<file path="src/rtl/pwr_seq_pkg.sv">
package pwr_seq_pkg;

  typedef enum logic [1:0] {
    ST_STBY   = 2'd0,
    ST_SETTLE = 2'd1,
    ST_RUN    = 2'd2,
    ST_IDLE   = 2'd3
  } pwr_state_t;

  // true when a counter that started at zero has seen its last cycle of lim
  function automatic bit at_last(int unsigned cnt, int unsigned lim);
    return (cnt + 1) == lim;
  endfunction

endpackage

</file>
<file path="src/rtl/pwr_rst_sync.sv">
module pwr_rst_sync #(
  parameter int STAGES = 2
) (
  input  logic clk,
  input  logic arst_n,
  output logic rel_n
);
  logic [STAGES-1:0] chain;

  always_ff @(posedge clk or negedge arst_n) begin
    if (!arst_n) chain <= '0;
    else         chain <= {chain[STAGES-2:0], 1'b1};
  end

  assign rel_n = chain[STAGES-1];
endmodule

</file>
<file path="src/rtl/pwr_wake_filter.sv">
module pwr_wake_filter import pwr_seq_pkg::*; #(
  parameter int LOCKOUT_CYC  = 65536,
  parameter int DEGLITCH_CYC = 5
) (
  input  logic clk,
  input  logic rst_n,
  input  logic por_ok,
  input  logic armed,
  input  logic wake_raw,
  output logic lock_done,
  output logic wake_ok
);
  localparam int LW = $clog2(LOCKOUT_CYC + 1);
  localparam int DW = $clog2(DEGLITCH_CYC + 1);

  logic [1:0]    wsync;
  logic          wake_s;
  logic [LW-1:0] lock_cnt;
  logic [DW-1:0] dg_cnt;
  logic          listen;

  always_ff @(posedge clk or negedge rst_n) begin
    if (!rst_n) wsync <= '0;
    else        wsync <= {wsync[0], wake_raw};
  end
  assign wake_s = wsync[1];

  // lockout runs once per power-on release; other resets do not restart it
  always_ff @(posedge clk or negedge por_ok) begin
    if (!por_ok)         lock_cnt <= '0;
    else if (!lock_done) lock_cnt <= lock_cnt + 1'b1;
  end
  assign lock_done = (lock_cnt == LW'(LOCKOUT_CYC));

  assign listen  = armed && lock_done;
  assign wake_ok = listen && wake_s && at_last(int'(dg_cnt), DEGLITCH_CYC);

  always_ff @(posedge clk or negedge rst_n) begin
    if (!rst_n)                  dg_cnt <= '0;
    else if (!listen || !wake_s) dg_cnt <= '0;
    else if (wake_ok)            dg_cnt <= '0;
    else                         dg_cnt <= dg_cnt + 1'b1;
  end


  dg_bound_chk: assert property (@(posedge clk) disable iff (!rst_n)
    int'(dg_cnt) < DEGLITCH_CYC);


  lock_sticky_chk: assert property (@(posedge clk) disable iff (!por_ok)
    lock_done |=> lock_done);


  dg_restart_chk: assert property (@(posedge clk) disable iff (!rst_n)
    (!wake_s) |=> (dg_cnt == '0));
endmodule

</file>
<file path="src/rtl/pwr_fsm.sv">
module pwr_fsm import pwr_seq_pkg::*; #(
  parameter int SETTLE_CYC = 8192
) (
  input  logic       clk,
  input  logic       rst_n,
  input  logic       wake_ok,
  input  logic       sw_standby,
  input  logic       sw_idle,
  input  logic       irq,
  output pwr_state_t state,
  output logic       pll_en,
  output logic       cpu_en,
  output logic       run
);
  localparam int SW = $clog2(SETTLE_CYC + 1);

  pwr_state_t    nxt;
  logic [SW-1:0] settle_cnt;
  logic          settle_end;

  assign settle_end = at_last(int'(settle_cnt), SETTLE_CYC);

  always_comb begin
    nxt = state;
    unique case (state)
      ST_STBY:   if (wake_ok)    nxt = ST_SETTLE;
      ST_SETTLE: if (settle_end) nxt = ST_RUN;
      ST_RUN: begin
        if (sw_standby)   nxt = ST_STBY;
        else if (sw_idle) nxt = ST_IDLE;
      end
      ST_IDLE:   if (irq)        nxt = ST_RUN;
      default:                   nxt = ST_STBY;
    endcase
  end

  always_ff @(posedge clk or negedge rst_n) begin
    if (!rst_n) begin
      state      <= ST_STBY;
      settle_cnt <= '0;
    end else begin
      state <= nxt;
      if (state == ST_SETTLE && !settle_end) settle_cnt <= settle_cnt + 1'b1;
      else                                   settle_cnt <= '0;
    end
  end

  assign pll_en = (state != ST_STBY);
  assign cpu_en = (state == ST_RUN);
  assign run    = (state == ST_RUN) || (state == ST_IDLE);


  stby_hold_chk: assert property (@(posedge clk) disable iff (!rst_n)
    (state == ST_STBY && !wake_ok) |=> (state == ST_STBY));


  settle_bound_chk: assert property (@(posedge clk) disable iff (!rst_n)
    (state == ST_SETTLE) |-> (int'(settle_cnt) < SETTLE_CYC));


  wake_ignored_chk: assert property (@(posedge clk) disable iff (!rst_n)
    (state == ST_RUN || state == ST_IDLE) |=> (state != ST_SETTLE));


  standby_req_chk: assert property (@(posedge clk) disable iff (!rst_n)
    (state == ST_RUN && sw_standby) |=> (state == ST_STBY));


  idle_exit_chk: assert property (@(posedge clk) disable iff (!rst_n)
    (state == ST_IDLE && irq) |=> (state == ST_RUN));


  standby_wins_chk: assert property (@(posedge clk) disable iff (!rst_n)
    (state == ST_RUN && sw_standby && sw_idle) |=> !run);
endmodule

</file>
<file path="src/rtl/pwr_seq_ctrl.sv">
module pwr_seq_ctrl import pwr_seq_pkg::*; #(
  parameter int LOCKOUT_CYC  = 65536,
  parameter int DEGLITCH_CYC = 5,
  parameter int SETTLE_CYC   = 8192,
  parameter int SYNC_STAGES  = 2
) (
  input  logic clk,
  input  logic por_n,
  input  logic pfail_n,
  input  logic ures_n,
  input  logic wake,
  input  logic sw_standby,
  input  logic sw_idle,
  input  logic irq,
  input  logic cold_clr,
  output logic sys_rst_n,
  output logic run,
  output logic pll_en,
  output logic cpu_en,
  output logic test_req,
  output logic cold_flag,
  output logic rtc_clr
);
  localparam int NTIER = 2;

  logic             any_rst_n;
  logic [NTIER-1:0] tier_src;
  logic [NTIER-1:0] tier_rel;
  logic             por_ok;
  logic             por_ok_d;
  logic             por_edge;
  logic [1:0]       ures_s;
  logic             test_q;
  logic             cold_q;
  logic             lock_done;
  logic             wake_ok;
  pwr_state_t       state;

  assign any_rst_n = por_n & pfail_n & ures_n;
  assign tier_src  = {any_rst_n, por_n};

  for (genvar g = 0; g < NTIER; g++) begin : g_tier
    pwr_rst_sync #(.STAGES(SYNC_STAGES)) u_sync (
      .clk    (clk),
      .arst_n (tier_src[g]),
      .rel_n  (tier_rel[g])
    );
  end

  assign por_ok    = tier_rel[0];
  assign sys_rst_n = tier_rel[1];
  assign rtc_clr   = ~por_ok;

  // user reset level, free-running so it is valid at the power-on release
  always_ff @(posedge clk) ures_s <= {ures_s[0], ures_n};

  assign por_edge = por_ok && !por_ok_d;

  always_ff @(posedge clk or negedge por_n) begin
    if (!por_n) begin
      por_ok_d <= 1'b0;
      test_q   <= 1'b0;
      cold_q   <= 1'b1;
    end else begin
      por_ok_d <= por_ok;
      if (por_edge)           test_q <= ~ures_s[1];
      if (cold_clr && por_ok) cold_q <= 1'b0;
    end
  end

  assign test_req  = test_q;
  assign cold_flag = cold_q;

  pwr_wake_filter #(
    .LOCKOUT_CYC  (LOCKOUT_CYC),
    .DEGLITCH_CYC (DEGLITCH_CYC)
  ) u_wake (
    .clk       (clk),
    .rst_n     (sys_rst_n),
    .por_ok    (por_ok),
    .armed     (state == ST_STBY),
    .wake_raw  (wake),
    .lock_done (lock_done),
    .wake_ok   (wake_ok)
  );

  pwr_fsm #(.SETTLE_CYC(SETTLE_CYC)) u_fsm (
    .clk        (clk),
    .rst_n      (sys_rst_n),
    .wake_ok    (wake_ok),
    .sw_standby (sw_standby),
    .sw_idle    (sw_idle),
    .irq        (irq),
    .state      (state),
    .pll_en     (pll_en),
    .cpu_en     (cpu_en),
    .run        (run)
  );


  rtc_clr_tier_chk: assert property (@(posedge clk) disable iff (!por_n)
    rtc_clr |-> !sys_rst_n);


  cold_sticky_chk: assert property (@(posedge clk) disable iff (!por_n)
    (!cold_flag) |=> !cold_flag);


  test_hold_chk: assert property (@(posedge clk) disable iff (!por_n)
    por_ok_d |=> $stable(test_req));


  wake_after_lock_chk: assert property (@(posedge clk) disable iff (!sys_rst_n)
    $rose(pll_en) |-> $past(lock_done));
endmodule

</file>
<file path="config.mk">
export PLATFORM = sky130hd
export DESIGN_NAME = pwr_seq_ctrl
export DESIGN_NICKNAME = d
export VERILOG_FILES = /design/src/rtl/pwr_seq_pkg.sv /design/src/rtl/pwr_rst_sync.sv /design/src/rtl/pwr_wake_filter.sv /design/src/rtl/pwr_fsm.sv /design/src/rtl/pwr_seq_ctrl.sv
export SDC_FILE = /design/constraint.sdc
export NUM_CORES = 1
export LEC_CHECK = 0
export BUFFER_PORTS_ARGS = -buffer_cell sky130_fd_sc_hd__buf_2
export CORE_MARGIN = 5
export CORE_UTILIZATION = 65
export CTS_BUF_LIST = sky130_fd_sc_hd__clkbuf_8
export DETAILED_ROUTE_END_ITERATION = 10
export GPL_ROUTABILITY_DRIVEN = 1
export PLACE_DENSITY = 0.85
export SYNTH_ARGS = -nofsm -noshare
export SYNTH_HDL_FRONTEND = slang
export SYNTH_HIERARCHICAL = 1
export SYNTH_SLANG_ARGS = --single-unit
export TNS_END_PERCENT = 20
</file>
<file path="constraint.sdc">
create_clock -name clk -period 1.5 [get_ports clk]
set_input_delay 0.3 -clock clk [delete_from_list [all_inputs] [get_ports clk]]
set_output_delay 0.3 -clock clk [all_outputs]
set_load 0.005 [all_outputs]
</file>
==> metrics.md, run 1 <==
| Metric | Value |
|---|---|
| Level count of the clock H-tree | `2` |
| Largest delay share family, worst path | `simple AND/OR/NAND/NOR gates` |
| Largest net degree at the start of global routing | `22` |
| Post-CTS Setup Bufs | `0` |
| Fin util | `88.85%` |
| Initial antenna violation count | `0` |
| Port Buffers | `15` |
| Clock network latency to the later pin of the worst-skew pair | `0.30 ns` |
| Via count | `1866` |
| Number of gates on the worst path with buffers counted | `5` |
| Final nets | `296` |
| Drt pass-1 iters | `4` |
| Max Slew Vio Count | `0` |
| Syn. warnings | `6` |
| First-pass GRT wire length | `9791 um` |
| Hold Path Class | `in2reg` |
| Internal power | `1.881 mW` |
| Routed Antenna Nets | `0` |
| Final min period | `1.933 ns` |
| Routed WL | `5795 um` |
| Mean post-synth cell area | `10.99 um^2` |
| Final Cycle Share | `128.9%` |
| CP bufs+invs | `0` |
| CP dominant cell by count | `or3_4` |
| Avg WL per Cell | `17.67 um` |
| CP max stage delay | `0.40 ns` |
| CP endpoint kind | `flop` |
| RSZ-0062 raised after global routing | `yes` |
| Antenna Cells | `0` |
| Core box area | `3390 um^2` |
| Residual DRC | `0` |
| DP Wirelength | `3825 um` |
| Synthesized net count | `226` |
| Clock slew at reported path FFs | `0.09 ns` |
| Pleak | `1.431 nW` |
| CTS tree | `built` |
| Hold worst-path end | `u_wake/wsync[0]` |
| Fill count | `141` |
| Crit path max fanout | `3` |
| Cell Pwr Density | `883.3 nW/um^2` |
| F_max | `517.4 MHz` |
| Worst EP required | `1.69 ns` |
| Sequential Power Share | `52.7%` |
| Area grow syn2layout | `29.90%` |
| Die X-Extent | `69.73 um` |
| Clock share of power | `26.8%` |
| Hold Crit Start | `wake` |
| Worst setup margin | `-0.4329 ns` |
| Failing checks | `negative setup slack` |
| Switching power | `0.7792 mW` |
| Post-Syn Area | `2318 um^2` |
| GRT Overall Usage | `25.60%` |
| Worst hold stages | `1` |
| Die ar. | `4862 um^2` |
| Max Cap Viol | `0` |
| Initial drt markers | `232` |
| Initial Util | `68.40%` |
| Setup crit start kind | `flop` |
| CP Cell Sequence | `nand3_2 -> or3_4 -> or3_4 -> a211o_1 -> o31ai_1` |
| Slowest cell on crit path | `or3_4` |
| Crit path kind | `reg2reg` |
| Logic pwr share | `20.5%` |
| Row Count | `21` |
| Layout cells sized above 1 | `38.65%` |
| Clock Tree Root | `clkbuf_8` |
| R2r setup slk | `-0.43 ns` |
| Remaining global-route overflow | `0` |
| Final Hold Fails | `0` |
| Via-per-instance ratio | `5.689` |
| Placer Congestion | `0.8722` |
| Switching share of power | `29.29%` |
| Max clock buf depth | `2` |
| Syn Inst Count | `211` |
| Chip Height | `69.73 um` |
| # IOs | `16` |
| R2r endpoint | `u_fsm/state[1]` |
| Worst reg2reg path depth | `5` |
| Design Area, Final | `3012 um^2` |
| Status | `finished with violations` |
| Clock Skew | `0.006155 ns` |
| CP arrival | `2.13 ns` |
| Vias in the first global route | `2098` |
| R2R Path Start | `u_fsm/settle_cnt[2]` |
| CTS Sinks | `47` |
| Placed cell areas | `2809 um^2` |
| Peak VDD IR | `0.001023 V` |
| CTS buffer count | `5` |
| Count of final setup violators | `16` |
==> through the flow <==
| stage | power (mW) | std cells | hold slack, ns | setup slack, ns | setup TNS, ns |
|---|---|---|---|---|---|
| after floorplan | 1.700 | 211 | 0.004409 | -0.3995 | -2.302 |
| after global placement | 1.873 | 317 | 0.1167 | -0.3316 | -2.503 |
| after detailed placement | 1.910 | 317 | 0.1295 | -0.3989 | -3.235 |
| after CTS | 2.663 | 328 | 0.09320 | -0.4014 | -2.990 |
| after global routing | 2.801 | 328 | 0.09144 | -0.4963 | -4.264 |
| final | 2.660 | 328 | 0.1026 | -0.4329 | -3.385 |
==> sequential cells by signal (all words and copies together) (netlist names) <==
signal / cells
por_ok_d: 1
cold_flag: 1
u_wake/wsync: 2
test_req: 1
u_wake/lock_cnt: 17
u_fsm/state: 2
u_wake/dg_cnt: 3
g_tier.u_sync/chain: 4
u_fsm/settle_cnt: 14
ures_s: 2
==> cell usage in the layout (no fill, tap or decap), types with 3 or more instances in the layout <==
cell type      instances
nor4_4                 3
xnor2_1               19
xor2_1                 7
ha_1                   5
nand3_1                6
nor2b_1                3
buf_2                 15
inv_1                 16
nand4_1                8
nand2_1                9
dlygate4sd3_1          3
dfrtp_1               44
buf_4                 47
or3_4                  4
buf_6                  3
a21oi_1                3
clkbuf_8               5
and4_2                 3
nor2_1                20
o21ai_0                5
nor3_1                 3
==> final cells by class <==
class | instances | area, um^2 | area share (%)
Clock buffer | 5 | 68.82 | 2.285
Sequential cell | 47 | 1167 | 38.76
Clock inverter | 3 | 12.51 | 0.4155
Inverter | 16 | 60.06 | 1.994
Tap cell | 46 | 57.56 | 1.911
Multi-Input combinational cell | 143 | 1154 | 38.31
Timing Repair Buffer | 68 | 491.7 | 16.33
==> layer usage <==
layer	vias up	global-route usage (%)	wire length [um]
li1	863	-	-
met4	0	12.55	172
met3	20	6.667	170
met1	921	26.78	2214
met5	-	0	0
met2	62	47.03	3237
==> power by group through the flow <==
stage                     clock [mW]  sequential [mW]  combinational (mW)
after floorplan                    0             1.44               0.264
after global placement             0             1.41               0.462
after detailed placement           0             1.42               0.487
after CTS                      0.737             1.40               0.524
after global routing           0.797             1.41               0.592
final                          0.713             1.40               0.545
==> how the worst max path moves through the flow <==
stage,from,end,slack (ns)
2_1_floorplan,u_fsm/settle_cnt[5],u_fsm/settle_cnt[13],-0.40
3_3_place_gp,u_fsm/settle_cnt[1],u_fsm/settle_cnt[12],-0.33
3_5_place_dp,u_fsm/settle_cnt[8],u_fsm/settle_cnt[0],-0.40
4_1_cts,u_fsm/settle_cnt[1],u_fsm/state[1],-0.40
5_1_grt,u_fsm/settle_cnt[3],u_fsm/state[1],-0.50
6_report,u_fsm/settle_cnt[2],u_fsm/state[1],-0.43
==> repair_timing <==
item / CTS / global route
gates resized for setup: 10 / 10
pin swaps: 3 / 0
endpoints found under the setup margin: 15 / 25
endpoints found under the hold margin: 7 / 0
hold buffers: 3 / 0
gates cloned: 0 / 0
(Power assumes the default switching activity.)
==> run 2, diff against run 1 <==
- CORE_UTILIZATION: 65 -> 62
- PLACE_DENSITY: 0.85 -> 0.81
- clock period: 1.5 -> 1.8 ns (I/O delays scaled with it)
==> metrics.md, run 2 (synthesized netlist as in run 1, its figures left out) <==
| Metric | Value |
|---|---|
| Final Hold Fails | `0` |
| Core box area | `3633 um^2` |
| Avg WL per Cell | `13.91 um` |
| R2R Path Start | `u_fsm/settle_cnt[3]` |
| Fin util | `77.48%` |
| DP Wirelength | `3172 um` |
| CP max stage delay | `0.40 ns` |
| Peak VDD IR | `0.0009446 V` |
| Port Buffers | `15` |
| Worst EP required | `1.99 ns` |
| Crit path max fanout | `3` |
| R2r setup slk | `-0.06 ns` |
| Clock slew at reported path FFs | `0.08 ns` |
| Largest register FFs | `17` |
| Vias in the first global route | `1668` |
| Via count | `1661` |
| Layout cells sized above 1 | `31.01%` |
| Area grow syn2layout | `21.42%` |
| Drt pass-1 iters | `4` |
| Pleak | `1.308 nW` |
| CP Cell Sequence | `nand3_2 -> or3_4 -> or3_4 -> a211o_1 -> o21bai_2 -> nor2_1` |
| Routed WL | `4257 um` |
| Critical path capture point | `u_fsm/settle_cnt[1]` |
| Fill count | `239` |
| F_max | `536.5 MHz` |
| Final min period | `1.864 ns` |
| Die ar. | `5062 um^2` |
| Worst setup margin | `-0.06386 ns` |
| Footprint of the multi-input gates | `1121 um^2` |
| Max Slew Vio Count | `0` |
| CTS buffer count | `5` |
| Worst reg2reg path depth | `6` |
| Slowest cell on crit path | `or3_4` |
| Biggest registers after layout | `u_wake/lock_cnt x17, u_fsm/settle_cnt x14, g_tier.u_sync/chain x4` |
| Initial antenna violation count | `0` |
| CP arrival | `2.06 ns` |
| GRT Overall Usage | `18.93%` |
| Die X-Extent | `71.15 um` |
| # IOs | `16` |
| # placed instances | `294` |
| Max clock buf depth | `2` |
| Placer Congestion | `0.8480` |
| Biggest register | `u_wake/lock_cnt` |
| R2r endpoint | `u_fsm/settle_cnt[1]` |
| Remaining global-route overflow | `0` |
| Chip Height | `71.15 um` |
| Clock Tree Root | `clkbuf_8` |
| Failing checks | `negative setup slack` |
| Critical path launch point | `u_fsm/settle_cnt[3]` |
| Clock Skew | `0.01183 ns` |
| Antenna Cells | `0` |
| Max Cap Viol | `0` |
| Setup crit start kind | `flop` |
| CP endpoint kind | `flop` |
| Most frequent cells in the layout | `dfrtp_1, buf_4, nor2_1, xnor2_1, inv_1` |
| Register area | `1167 um^2` |
| Crit path kind | `reg2reg` |
| Commonest non-fill, non-tap cell in the layout | `dfrtp_1` |
| Final Cycle Share | `103.5%` |
| Clock network latency to the later pin of the worst-skew pair | `0.30 ns` |
| Final nets | `272` |
| Residual DRC | `0` |
| CTS tree | `built` |
| CTS Sinks | `47` |
| CP dominant cell by count | `or3_4` |
| Cell Pwr Density | `816.4 nW/um^2` |
| Initial drt markers | `70` |
| Largest net degree at the start of global routing | `22` |
| First-pass GRT wire length | `7527 um` |
| Non-filler cells in the finished layout | `306` |
| Level count of the clock H-tree | `2` |
| Initial Util | `63.81%` |
| Routed Antenna Nets | `0` |
| Status | `finished with violations` |
| Count of final setup violators | `5` |
| Via-per-instance ratio | `5.428` |
| Row Count | `22` |
| Hold Path Class | `in2reg` |
| RSZ-0062 raised after global routing | `yes` |
-- run 2: cell types whose count changed in the layout (fill, tap and decap cells not counted), sizes merged --
cell / change
buf: -24
bufinv: +1
clkinv: -1
-- run 2: critical path: cells and delay by family (launching register included) --
kind               cells  cell delay (ns)
and+or+nand+nor        4             0.90
AOI/OAI and AO/OA      2             0.50
DFF                    1             0.37
-- run 2: cell type report --
cell class	count	share of cell area, %
Timing Repair Buffer	44	10.67
Sequential cell	47	41.47
Clock inverter	3	1.333
Tap cell	48	2.133
Clock buffer	5	2.444
Inverter	16	2.133
Multi-Input combinational cell	143	39.82
-- run 2: how the worst min path moves through the flow --
stage	startpoint	to	cells after the start
detailed placement	g_tier[0].u_sync/chain[1]	u_wake/lock_cnt[15]	0
floorplan	por_n	g_tier[0].u_sync/chain[0]	0
CTS	wake	u_wake/wsync[0]	1
finish	wake	u_wake/wsync[0]	1
global placement	g_tier[0].u_sync/chain[1]	u_wake/lock_cnt[15]	0
global route	wake	u_wake/wsync[0]	1
-- run 2: timing repair --
action                                  4_1_cts  5_1_grt
setup buffers                                 0        1
hold buffers                                  3        0
hold endpoints to repair                      6        0
gates resized for setup                       4        7
pin swaps                                     3        4
endpoints found under the setup margin        6        5
gates cloned                                  0        0
-- run 2: through the flow --
step	power, mW	hold slack [ns]	setup slack, ns	TNS (ns)	area, um^2
after floorplan	1.416	0.06441	-0.09950	-0.3982	2331
after global placement	1.550	0.1742	-0.05761	-0.2169	2624
after detailed placement	1.560	0.1770	-0.1115	-0.4795	2624
after CTS	2.303	0.1477	-0.07419	-0.3277	2778
after global routing	2.428	0.1403	-0.1297	-0.5973	2815
final	2.298	0.1621	-0.06386	-0.2517	2815
-- run 2: report_power, final --
part	leakage (nW)	internal [mW]	switching [mW]
clock	0.0607	0.404	0.325
sequential	0.610	1.11	0.0520
combinational	0.637	0.185	0.220
total	1.31	1.70	0.597
-- run 2: layer usage --
metal	track usage [%]	vias to the layer above	part of all wire [%]
met5	0	-	0
met4	8.142	0	2.2
met3	4.403	10	2.6
met2	31.43	21	53
met1	23.57	811	42
li1	-	819	-
==> run 3, diff against run 2 <==
- CORE_UTILIZATION: 62 -> 40
- PLACE_DENSITY: 0.81 -> default
- SLEW_MARGIN: default -> 20
==> metrics.md, run 3 (synthesized netlist as in run 1, its figures left out) <==
| Metric | Value |
|---|---|
| Area grow syn2layout | `24.12%` |
| Chip Height | `86.13 um` |
| # placed instances | `326` |
| Clock Tree Root | `clkbuf_8` |
| Worst reg2reg path depth | `8` |
| Critical path launch point | `u_fsm/settle_cnt[3]` |
| Routed Antenna Nets | `0` |
| Hold worst-path end | `u_wake/wsync[0]` |
| CP endpoint kind | `flop` |
| Count of final setup violators | `5` |
| Worst setup margin | `-0.1401 ns` |
| CTS buffer count | `5` |
| Remaining global-route overflow | `0` |
| Vias in the first global route | `1722` |
| Hold_ws | `0.1608 ns` |
| Clock slew at reported path FFs | `0.09 ns` |
| Non-filler cells in the finished layout | `338` |
| Switching power | `0.6194 mW` |
| Placer Congestion | `0.7242` |
| Met2 GRT Util | `19.97%` |
| Max clock buf depth | `2` |
| F_max | `515.4 MHz` |
| Crit path max fanout | `5` |
| Avg WL per Cell | `12.65 um` |
| Residual DRC | `0` |
| Via-per-instance ratio | `4.867` |
| Final nets | `280` |
| Biggest register | `u_wake/lock_cnt` |
| Largest net degree at the start of global routing | `22` |
| Sequential Power Share | `53.0%` |
| Cell Pwr Density | `761.5 nW/um^2` |
| Core box area | `5574 um^2` |
| Die X-Extent | `86.13 um` |
| Layout cells sized above 1 | `33.08%` |
| Die ar. | `7418 um^2` |
| # IOs | `16` |
| R2r setup slk | `-0.14 ns` |
| Worst EP required | `2.02 ns` |
| Initial drt markers | `73` |
| CP arrival | `2.16 ns` |
| Most frequent cells in the layout | `dfrtp_1, buf_4, nor2_1, xnor2_1, inv_1` |
| Worst hold stages | `1` |
| Design Area, Final | `2878 um^2` |
| CTS tree | `built` |
| Max Cap Viol | `0` |
| Port Buffers | `15` |
| Antenna Cells | `0` |
| M1 GR Usage | `17.95%` |
| Initial antenna violation count | `0` |
| Drt pass-1 iters | `4` |
| Max Slew Vio Count | `0` |
| Largest register FFs | `17` |
| Status | `finished with violations` |
| Level count of the clock H-tree | `2` |
| Commonest non-fill, non-tap cell in the layout | `dfrtp_1` |
| Internal power | `1.572 mW` |
| Top Usage Layer GRT | `met2` |
| Failing checks | `negative setup slack` |
| R2R Path Start | `u_fsm/settle_cnt[3]` |
| Total Power | `2.191 mW` |
| GRT Overall Usage | `13.07%` |
| Initial Util | `41.59%` |
| DP Wirelength | `3142 um` |
| Switching share of power | `28.27%` |
| Row Count | `27` |
| R2r endpoint | `u_fsm/state[1]` |
| Clock network latency to the later pin of the worst-skew pair | `0.30 ns` |
| Met3 usage | `3.458%` |
| Hold Path Class | `in2reg` |
| Via count | `1645` |
| CTS Sinks | `47` |
| Final min period | `1.940 ns` |
| RSZ-0062 raised after global routing | `yes` |
| Crit path kind | `reg2reg` |
| Final Hold Fails | `0` |
| Peak VDD IR | `0.0004816 V` |
| Final Cycle Share | `107.8%` |
| Hold Crit Start | `wake` |
| Biggest registers after layout | `u_wake/lock_cnt x17, u_fsm/settle_cnt x14, g_tier.u_sync/chain x4` |
| Clock Skew | `0.004709 ns` |
| Placed cell areas | `2714 um^2` |
| Clock share of power | `27.9%` |
| Fin Setup TNS | `-0.5460 ns` |
| First-pass GRT wire length | `7755 um` |
| Logic pwr share | `19.1%` |
| Setup crit start kind | `flop` |
| Pleak | `1.325 nW` |
| Routed WL | `4276 um` |
==> run 3: cell count changes in the layout (fill, tap and decap cells not counted), sizes merged <==
cell | previous run | this run
inv | 18 | 17
buf | 41 | 49
clkinvlp | 0 | 1
bufinv | 1 | 0
clkinv | 0 | 1
==> run 3: metrics by stage <==
stage / util (%) / worst slack [ns]
6_report: 51.63 / -0.1401
5_1_grt: 51.63 / -0.3335
4_1_cts: 51.27 / -0.1508
3_5_place_dp: 48.69 / -0.2097
3_3_place_gp: 48.69 / -0.2104
2_1_floorplan: - / -0.09950
==> run 3: worst max-delay path, cell delays in order, from the launching register on <==
cell	delay [ns]
dfrtp_1	0.37
nand3_2	0.09
buf_4	0.15
nor4_1	0.34
buf_4	0.19
mux2i_1	0.20
a32oi_2	0.16
buf_4	0.16
o31ai_2	0.19
==> run 3: timing repair <==
action	in CTS	in global routing
hold buffers	3	0
endpoints found under the setup margin	6	8
resized for setup	6	4
setup buffers	0	1
hold endpoints to repair	6	0
pin swaps	3	6
==> run 3: layer usage <==
metal  vias up  part of all wire, %  wire length, um
met4         0                  1.5               66
met3         8                  3.8              164
li1        828                    -                -
met2        23                   46             1981
met1       786                   48             2063
met5         -                    0                0
==> run 3: worst max-delay path by stage <==
stage	endpoint	slack, ns	depth (start not counted)
2_1_floorplan	u_fsm/settle_cnt[13]	-0.1	7
3_3_place_gp	u_fsm/settle_cnt[13]	-0.21	7
3_5_place_dp	u_fsm/settle_cnt[13]	-0.21	7
4_1_cts	u_fsm/state[1]	-0.15	6
5_1_grt	u_fsm/state[1]	-0.33	8
6_report	u_fsm/state[1]	-0.14	8
==> run 3: power groups by stage <==
stage | sequential [mW] | clock, mW | combinational, mW
final | 1.16 | 0.611 | 0.419
after global routing | 1.17 | 0.677 | 0.470
after CTS | 1.16 | 0.639 | 0.413
after detailed placement | 1.18 | 0 | 0.402
after global placement | 1.18 | 0 | 0.399
after floorplan | 1.20 | 0 | 0.220
==> run 3: area by class of cell <==
| class | instances | area [um^2] |
|---|---|---|
| inverter | 16 | 60.06 |
| timing repair buffer | 52 | 360.3 |
| clock buffer | 5 | 68.82 |
| fill | 524 | 2696 |
| clock inverter | 3 | 16.27 |
| multi-input combinational | 143 | 1115 |
| tap | 72 | 90.09 |
| sequential | 47 | 1167 |
